## src/rtl/wr_status_resp.sv

```systemverilog
module wr_status_resp #(
  parameter int DW = 8
) (
  input  logic          clk,
  input  logic          rst_n,
  input  logic          busy,
  input  logic [DW-1:0] last_data,
  input  logic [DW-1:0] arr_data,
  input  logic          rd_req,
  input  logic          sel,
  input  logic          oe_en,
  output logic [DW-1:0] rd_data,
  output logic          rd_valid
);
  localparam int PB = DW - 1;
  localparam int TB = DW - 2;

  logic          busy_q;
  logic          tog;
  logic          tog_now;
  logic          acc;
  logic          cyc_start;
  logic [DW-1:0] stat_word;

  assign acc       = rd_req & sel & oe_en;
  assign cyc_start = busy & ~busy_q;
  assign tog_now   = cyc_start ? 1'b1 : tog;

  always_comb begin
    stat_word     = last_data;
    stat_word[PB] = ~last_data[PB];
    stat_word[TB] = tog_now;
  end

  always_ff @(posedge clk) begin
    if (!rst_n) begin
      busy_q   <= 1'b0;
      tog      <= 1'b1;
      rd_data  <= '0;
      rd_valid <= 1'b0;
    end else begin
      busy_q   <= busy;
      rd_valid <= acc;
      if (acc) rd_data <= busy ? stat_word : arr_data;
      if (busy && acc) tog <= ~tog_now;
      else if (cyc_start) tog <= 1'b1;
    end
  end

  assert_valid_R2: assert property (@(posedge clk) disable iff (!rst_n)
    acc |=> rd_valid);
  assert_novalid_R2: assert property (@(posedge clk) disable iff (!rst_n)
    !acc |=> !rd_valid);
  assert_idle_pass_R3: assert property (@(posedge clk) disable iff (!rst_n)
    (acc && !busy) |=> rd_data == $past(arr_data));
  assert_poll_inv_R4: assert property (@(posedge clk) disable iff (!rst_n)
    (acc && busy) |=> rd_data[PB] == !$past(last_data[PB]));
  assert_low_echo_R5: assert property (@(posedge clk) disable iff (!rst_n)
    (acc && busy) |=> rd_data[TB-1:0] == $past(last_data[TB-1:0]));
  assert_first_one_R9: assert property (@(posedge clk) disable iff (!rst_n)
    (acc && busy && !busy_q) |=> rd_data[TB]);
  assert_hold_R7: assert property (@(posedge clk) disable iff (!rst_n)
    !acc |=> $stable(rd_data));
endmodule

```

## config.mk

```make
export PLATFORM = sky130hd
export DESIGN_NAME = wr_status_resp
export DESIGN_NICKNAME = d
export VERILOG_FILES = /design/src/rtl/wr_status_resp.sv
export SDC_FILE = /design/constraint.sdc
export NUM_CORES = 1
export LEC_CHECK = 0
export BUFFER_PORTS_ARGS = -buffer_cell sky130_fd_sc_hd__clkbuf_2
export CAP_MARGIN = 20
export CORE_AREA = 2 2 39 41
export DETAILED_ROUTE_END_ITERATION = 12
export DIE_AREA = 0 0 41 43
export GPL_TIMING_DRIVEN = 0
export HOLD_SLACK_MARGIN = 0.08
export MAX_ROUTING_LAYER = met4
export PLACE_DENSITY_LB_ADDON = 0.25
export REMOVE_ABC_BUFFERS = 1
export SETUP_SLACK_MARGIN = 0.2
export SLEW_MARGIN = 20
export SYNTH_ARGS = -nofsm -noshare
export SYNTH_HDL_FRONTEND = slang
export SYNTH_SLANG_ARGS = --single-unit
export TNS_END_PERCENT = 10
```

## constraint.sdc

```tcl
create_clock -name clk -period 1.8 [get_ports clk]
set_input_delay 0.45 -clock clk [delete_from_list [all_inputs] [get_ports clk]]
set_output_delay 0.45 -clock clk [all_outputs]
set_load 0.01 [all_outputs]
```

== Word level (Yosys, flattened, before mapping) ==
Cells that the tools add are included.

* Input port bits: 22
* Memories kept: 0
* Memory bits (writable): 0
* Flip-flop bits (word level): 11
* Latch bits: 0
* Memory bits (read-only): 0

* Shift operators: 0
* Add/subtract/negate cells: 0
* Reductions and logical operators: 1
* Mux-type cells: 3
* $mul: 0
* Bitwise logic cells: 6
* Div/mod/pow operators: 0
* Magnitude comparators: 0
* Equal/unequal tests: 0

{| class="wikitable"
|+ Operators with widths
! cell !! number
|-
| 8-bit two-way mux || 1
|-
| 1-bit AND || 3
|-
| 1-bit inverter || 3
|-
| 1-bit two-way mux || 2
|-
| 1-bit logical AND || 1
|}

== Longest topological paths before layout ==
Gate-level depths: netlist (run 1).

* Depth after elaboration: 5
* Depth in mapped cells: 5
* Mapped depth without buffers: 3

== Worst setup path before layout (run 1) ==
No wires, ideal clock.

* Kind: input to register
* Start point: input oe_en
* End point: register tog
* Path buffers: 1
* Data required time: 1.668 ns
* Stages: 4
* Setup slack: 0.640 ns
* Arrival: 1.028 ns
* Cells stage by stage: and3_4 buf_6 a211oi_1 o21ai_1

* Longest elaborated chain between the ends: 3

{| class="wikitable"
|+ RTL lines
! what !! line !! text
|-
| from (decl) || 11 || <nowiki>input logic oe_en,</nowiki>
|-
| 1-bit AND || 25 || <nowiki>assign acc = rd_req & sel & oe_en;</nowiki>
|-
| 1-bit logical AND || 45 || <nowiki>if (busy && acc) tog <= ~tog_now;</nowiki>
|-
| 1-bit two-way mux || 45 ||
|-
| to (signal assigned) || 45 ||
|-
| to (decl) || 19 || <nowiki>logic tog;</nowiki>
|}

Every way passes these cells.
A chain may end at the register's enable or synchronous reset.

== Final worst setup path (run 1) ==
* Start point: register rd_data[5]
* End point: output rd_data[5]

{| class="wikitable"
|+ RTL lines
! what !! line !! text
|-
| from (decl) || 12 || <nowiki>output logic [DW-1:0] rd_data,</nowiki>
|-
| from (signal assigned) || 44 || <nowiki>if (acc) rd_data <= busy ? stat_word : arr_data;</nowiki>
|}

No word-level cell between the ends.

==> results of run 1 <==
cell type report:
type	instances	area, µm²	share of cell area [%]
multi-input combinational	33	251	37.9
sequential	11	220	33.2
timing repair buffer	29	145	21.9
clock buffer	4	26.3	3.96
tap	16	20.0	3.02
flip-flops by register name, indices dropped and copies added (netlist names):
signal,flops
tog,1
rd_valid,1
busy_q,1
rd_data,8
worst min path at each step:
stage                                  startpoint                       to  slack (ns)  cells after the start
final                     rd_data[6]$_SDFFE_PN0P_  rd_data[6]$_SDFFE_PN0P_        0.45                      2
after global routing                  arr_data[6]  rd_data[6]$_SDFFE_PN0P_        0.47                      3
after CTS                             arr_data[6]  rd_data[6]$_SDFFE_PN0P_        0.45                      3
after detailed placement  rd_data[6]$_SDFFE_PN0P_  rd_data[6]$_SDFFE_PN0P_        0.45                      2
after global placement    rd_data[6]$_SDFFE_PN0P_  rd_data[6]$_SDFFE_PN0P_        0.44                      2
after floorplan           rd_data[6]$_SDFFE_PN0P_  rd_data[6]$_SDFFE_PN0P_        0.47                      2
report_power, final:
| part | internal [mW] | leakage [nW] | total (mW) | switching (mW) |
|---|---|---|---|---|
| Combinational | 0.0400 | 0.296 | 0.0734 | 0.0334 |
| Clock | 0.0857 | 0.0150 | 0.168 | 0.0821 |
| Sequential | 0.255 | 0.0901 | 0.260 | 0.00543 |
| Total | 0.381 | 0.401 | 0.501 | 0.121 |
kinds of logic (layout without fill, tap and decap cells):
family / after synthesis / after routing / synth area share (%)
mux: 6 / 6 / 11.7
flops: 11 / 11 / 42.9
simple gates: 15 / 15 / 16.6
buf+inv: 4 / 33 / 8.05
compound gates: 12 / 12 / 20.7
through the flow:
step	power [mW]	setup WS, ns	hold slack, ns	utilization, %
floorplan	0.299	0.708	0.473	-
global placement	0.339	0.460	0.436	46.0
detailed placement	0.341	0.446	0.446	46.0
CTS	0.515	0.599	0.452	47.9
global route	0.534	0.562	0.471	47.9
finish	0.501	0.612	0.449	47.9
layer usage:
metal	vias up	share of wire (%)	wire (µm)
li1	233	-	-
met1	189	44	417
met2	19	47	450
met3	2	7.9	75
met4	0	0.84	8
met5	-	0	0
cell usage in the layout (no fill, tap or decap), drive strengths merged:
cell type  netlist  routed
mux2i            6       6
nand3            1       1
clkbuf           1      33
o211a            8       8
dfxtp           11      11
nand2b           2       2
nand2            7       7
nand3b           1       1
and3             1       1
o2111ai          1       1
o21ai            2       2
a211oi           1       1
nor2b            1       1
and2             2       2
==> impl_metrics.py, run 1 <==
metrics = {
    "floorplanning": {
        "initial_core_util_pct": 37.1,
        "rows": 14,
        "ioPinCount": 31,
        "core_mm2": 0.00138,
        "die_area_mm2": 0.00176,
        "die_h_um": 43,
        "die_x_um": 41,
    },
    "routing": {
        "wirelength_um": 951,
        "first_pass_iters": 3,
        "drc_errors": 0,
        "drtAntennaViolNets": 0,
        "vias": 443,
        "wire_per_inst_um": 10.2,
        "drtIter0Drc": 5,
        "via_per_inst": 4.76,
    },
    "setup_path": {
        "cp.required_ns": 1.35,
        "endpoint_kind": "primary output",
        "crit_chain": "clkbuf_2",
        "cp_top_family": "flip-flops",
        "cp-start-kind": "flop",
        "path_depth": 1,
        "timing.critical_path.fanout_max": 2,
        "ff2ff_setup_slack_ns": 0.99,
        "path_buf_inv": 1,
        "r2r-start": "busy_q$_SDFF_PN0_",
        "cpMaxStageDelayCell": "dfxtp_1",
        "cp.arrival_ns": 0.74,
        "rr_worst_depth": 3,
        "worstSetupPathType": "reg2out",
        "slowest_delay_ns": 0.34,
        "critPathLaunch": "rd_data[5]$_SDFFE_PN0P_",
        "worstSetupEndpoint": "rd_data[5]",
        "r2r_end": "tog$_SDFF_PN1_",
    },
    "clocking": {
        "ctsHtreeMaxLevel": 1,
        "cts.repair.resized": 0,
        "cts_setup_buffers": 0,
        "numCtsBuffers": 3,
        "cts_tree": "built",
        "clockBufferDepth": 2,
        "cts_hold_repair.buffers": 0,
        "insertion_delay_ns": 0.26,
        "clkTransAtPathRegs_ns": 0.07,
        "numClockSinks": 11,
        "cts_root_buf": "clkbuf_4",
    },
    "final_layout": {
        "syn_to_final_growth_pct": 29.3,
        "layout.cells.non_filler": 93,
        "diodes": 0,
        "num-nets-final": 100,
        "n_fill_cell": 139,
        "stdcell_area_um2": 663,
        "drive_gt1_share_pct": 45.5,
    },
    "timing": {
        "fmax_mhz": 842,
        "hold_viol_final": 0,
        "rsz0062_at_grt": "no",
        "fin_tns_setup_ns": 0,
        "worstMarginPinSlew_ns": 0.338,
        "drv_slew": 0,
        "period_share_pct": 66.0,
        "slew-limit-headroom_pct": 77.5,
        "setup_viol_count_final": 0,
        "min_period_ns": 1.19,
        "finClkSkew_ns": 0.000264,
    },
    "logic_synthesis": {
        "synth_area_per_cell_um2": 10.7,
        "syn_inst": 48,
        "yosysUniqueCellTypes": 18,
        "synth_top_area_cell": "dfxtp_1",
        "netlist_area_um2": 513,
        "synthFlopType": "dfxtp_1",
        "synth_edf_count": 0,
        "ys_top_cells_by_count": "11 x dfxtp_1, 8 x o211a_1, 7 x nand2_1",
        "ys_top_cells_by_area": "dfxtp_1 43%, o211a_1 16%, mux2i_1 12%, nand2_1 5.1%, buf_6 4.4%",
        "ys_warn_count": 0,
        "ys_seq_area_share_pct": 42.9,
        "synth_top_area_share_pct": 42.9,
        "async_reset_ff_share_pct": 0,
        "ys_ff_latch": 11,
        "synth.most_common_cell": "dfxtp_1",
    },
    "global_routing": {
        "grt_max_degree": 20,
        "grt_pass1_vias": 358,
        "track_usage_pct": 12.4,
        "grt_use_met1_pct": 14.7,
        "grt.met2_usage_pct": 15.9,
        "grt_overflow": 0,
        "antenna_found_initial": 0,
        "grt_pass1_wl_um": 1410,
        "grt-busiest-layer": "met2",
        "use_met3_pct": 4.71,
    },
    "hold_path": {
        "min_path_type": "reg2reg",
    },
    "placement": {
        "gp_congestion": 0.612,
        "portBuffers": 29,
        "place_area_um2": 637,
        "dp.cells": 89,
    },
    "pwr": {
        "pwr_density_cell_mw_per_mm2": 756,
        "vdd_drop_max_uv": 406,
        "p_leak_nw": 0.401,
    },
    "status": {
        "outcome": "finished clean",
    },
    "run": {
        "cap_violations": 0,
    },
}
No activity file was read; power rests on OpenSTA's default activity.
==> run 2: changes to the inputs <==
--- a/config.mk
+++ b/config.mk
@@ -5,11 +5,11 @@
 export SDC_FILE = /design/constraint.sdc
 export NUM_CORES = 1
 export LEC_CHECK = 0
+export ABC_AREA = 1
 export BUFFER_PORTS_ARGS = -buffer_cell sky130_fd_sc_hd__clkbuf_2
 export CAP_MARGIN = 20
-export CORE_AREA = 2 2 39 41
+export CORE_UTILIZATION = 40
 export DETAILED_ROUTE_END_ITERATION = 12
-export DIE_AREA = 0 0 41 43
 export GPL_TIMING_DRIVEN = 0
 export HOLD_SLACK_MARGIN = 0.08
 export MAX_ROUTING_LAYER = met4
==> constraint.sdc (replaced) <==
create_clock -name clk -period 1.1 [get_ports clk]
set_input_delay 0.275 -clock clk [delete_from_list [all_inputs] [get_ports clk]]
set_output_delay 0.275 -clock clk [all_outputs]
set_load 0.01 [all_outputs]
==> run 2 against run 1 <==
  * Cell area up 9.4%
  * Global-route usage is 7.2 points higher
  * Synthesized cell count is 54% higher
  * Routed wire length is 24% higher
  * Final cell count increased by 27%
  * Largest cell class unchanged
  * Die area shrank 16%
  * Clock power increased by 69%
  * Largest power group unchanged
  * Register-to-register slack got worse by 0.66 ns
==> impl_metrics.py, run 2 <==
metrics = {
    "final_layout": {
        "final_cell_mix": "29 x nand2_1, 21 x clkbuf_2, 9 x dfxtp_2",
        "n_fill_cell": 106,
        "layout_commonest_cell": "nand2_1",
        "drive_gt1_share_pct": 50.0,
        "num-nets-final": 127,
        "largest_register": "rd_data",
        "multi_input_area_um2": 250,
        "seqCellArea_um2": 231,
        "stdcell_area_um2": 726,
        "syn_to_final_growth_pct": 37.1,
        "largest_reg_flops": 8,
        "diodes": 0,
        "layout.cells.non_filler": 118,
    },
    "logic_synthesis": {
        "ys_ff_latch": 11,
        "async_reset_ff_share_pct": 0,
        "ys_top_cells_by_count": "29 x nand2_1, 11 x dfxtp_1, 7 x a21oi_1",
        "ys_seq_area_share_pct": 41.6,
        "yosysUniqueCellTypes": 15,
        "synth_edf_count": 0,
        "synth_area_per_cell_um2": 7.15,
        "syn_inst": 74,
        "ys_warn_count": 0,
        "ys_top_cells_by_area": "dfxtp_1 42%, nand2_1 21%, nand2_2 7.1%, a21oi_1 6.6%, buf_6 4.3%",
        "netlist_area_um2": 529,
        "synthFlopType": "dfxtp_1",
        "synth.most_common_cell": "nand2_1",
        "synth_top_area_cell": "dfxtp_1",
        "synth_top_area_share_pct": 41.6,
    },
    "global_routing": {
        "track_usage_pct": 19.6,
        "grt_overflow": 0,
        "grt_pass1_wl_um": 1850,
        "grt_pass1_vias": 452,
        "grt_max_degree": 12,
        "antenna_found_initial": 0,
    },
    "placement": {
        "place_area_um2": 649,
        "dp.cells": 114,
        "portBuffers": 29,
        "gp_congestion": 0.675,
        "dp_hpwl_um": 846,
        "place_ws_ns": -0.357,
    },
    "setup_path": {
        "rr_worst_depth": 5,
        "cp.arrival_ns": 0.72,
        "cp.required_ns": 0.82,
        "cp-start-kind": "flop",
        "path_depth": 1,
        "cp_top_family": "flip-flops",
        "path_buf_inv": 1,
        "slowest_delay_ns": 0.33,
        "timing.critical_path.fanout_max": 2,
        "crit_chain": "buf_6",
        "worstSetupPathType": "reg2out",
        "endpoint_kind": "primary output",
        "cpMaxStageDelayCell": "dfxtp_2",
    },
    "routing": {
        "wirelength_um": 1180,
        "drtIter0Drc": 6,
        "wire_per_inst_um": 9.97,
        "vias": 543,
        "drtAntennaViolNets": 0,
        "via_per_inst": 4.60,
        "drc_errors": 0,
        "first_pass_iters": 5,
    },
    "floorplanning": {
        "die_h_um": 38.4,
        "ioPinCount": 31,
        "die_area_mm2": 0.00147,
        "die_x_um": 38.4,
        "core_mm2": 0.00117,
        "rows": 12,
        "initial_core_util_pct": 45.2,
    },
    "run": {
        "cap_violations": 0,
    },
    "clocking": {
        "cts_root_buf": "clkbuf_4",
        "ctsHtreeMaxLevel": 1,
        "numClockSinks": 11,
        "clockBufferDepth": 2,
        "numCtsBuffers": 3,
        "clkTransAtPathRegs_ns": 0.08,
        "cts_tree": "built",
        "insertion_delay_ns": 0.27,
    },
    "timing": {
        "setup_slack_ns": 0.104,
        "period_share_pct": 90.6,
        "setup_viol_count_final": 0,
        "fmax_mhz": 1000,
        "drv_slew": 0,
        "finClkSkew_ns": 0.000270,
        "min_period_ns": 0.996,
        "worstMarginPinSlew_ns": 0.255,
        "hold_viol_final": 0,
        "slew-limit-headroom_pct": 83.0,
        "rsz0062_at_grt": "yes",
    },
    "hold_path": {
        "min_path_type": "in2reg",
        "worstHoldPathCells": 2,
    },
    "pwr": {
        "vdd_drop_max_uv": 587,
        "pwr_density_cell_mw_per_mm2": 1160,
        "p_leak_nw": 0.385,
    },
    "status": {
        "outcome": "finished clean",
    },
}
[run 2: logic make-up (layout without fill, tap and decap cells)]
kind of cell           Yosys count  count (layout)  synth area share [%]
AO/OA/AOI/OAI                   12              12                  12.5
buffers and inverters            8              38                  12.1
flip-flops                      11              11                  41.6
AND/OR/NAND/NOR                 43              43                  33.8
[run 2: path summary, 6_finish.rpt]
path | start | to | slack (ns)
worst max-delay path | rd_data[5]$_SDFFE_PN0P_ | rd_data[5] | 0.10
worst min register to register | rd_data[4]$_SDFFE_PN0P_ | rd_data[4]$_SDFFE_PN0P_ | 0.46
worst min-delay path | rst_n | tog$_SDFF_PN1_ | 0.21
worst max register to register | busy_q$_SDFF_PN0_ | rd_data[6]$_SDFFE_PN0P_ | 0.33
[run 2: power breakdown]
part / switching (mW) / internal (mW)
registers: 0.00811 / 0.415
logic: 0.0696 / 0.0647
clock network: 0.149 / 0.135
total: 0.227 / 0.614
[run 2: per-stage QoR]
stage               hold slack [ns]  utilization [%]  power [mW]  setup TNS [ns]
detailed placement            0.457             55.4       0.554           -2.46
finish                        0.214             62.0       0.841               0
CTS                           0.207             58.5       0.841               0
global placement              0.453             55.4       0.551           -2.42
global route                  0.238             62.0       0.886               0
floorplan                     0.359                -       0.489        -0.00428
[run 2: what timing repair did]
| item | in CTS | in global routing |
|---|---|---|
| hold buffers | 0 | 0 |
| endpoints found under the setup margin | 17 | 10 |
| pin swaps | 0 | 0 |
| resized for setup | 4 | 20 |
| buffers inserted | 0 | 0 |
[run 2: cell type report]
cell class	count	area share [%]
Sequential cell	11	31.9
Tap cell	14	2.41
Inverter	5	3.10
Timing Repair Buffer	29	24.3
Clock buffer	3	3.10
Multi-Input combinational cell	55	34.5
Clock inverter	1	0.690
[run 2: routing by layer]
metal  GRT usage, %  up-vias  routed length (µm)
met1           22.6      223                 518
met5              -        -                   0
li1               -      290                   -
met2           30.9       26                 559
met3           3.49        4                  72
met4           12.9        0                  25
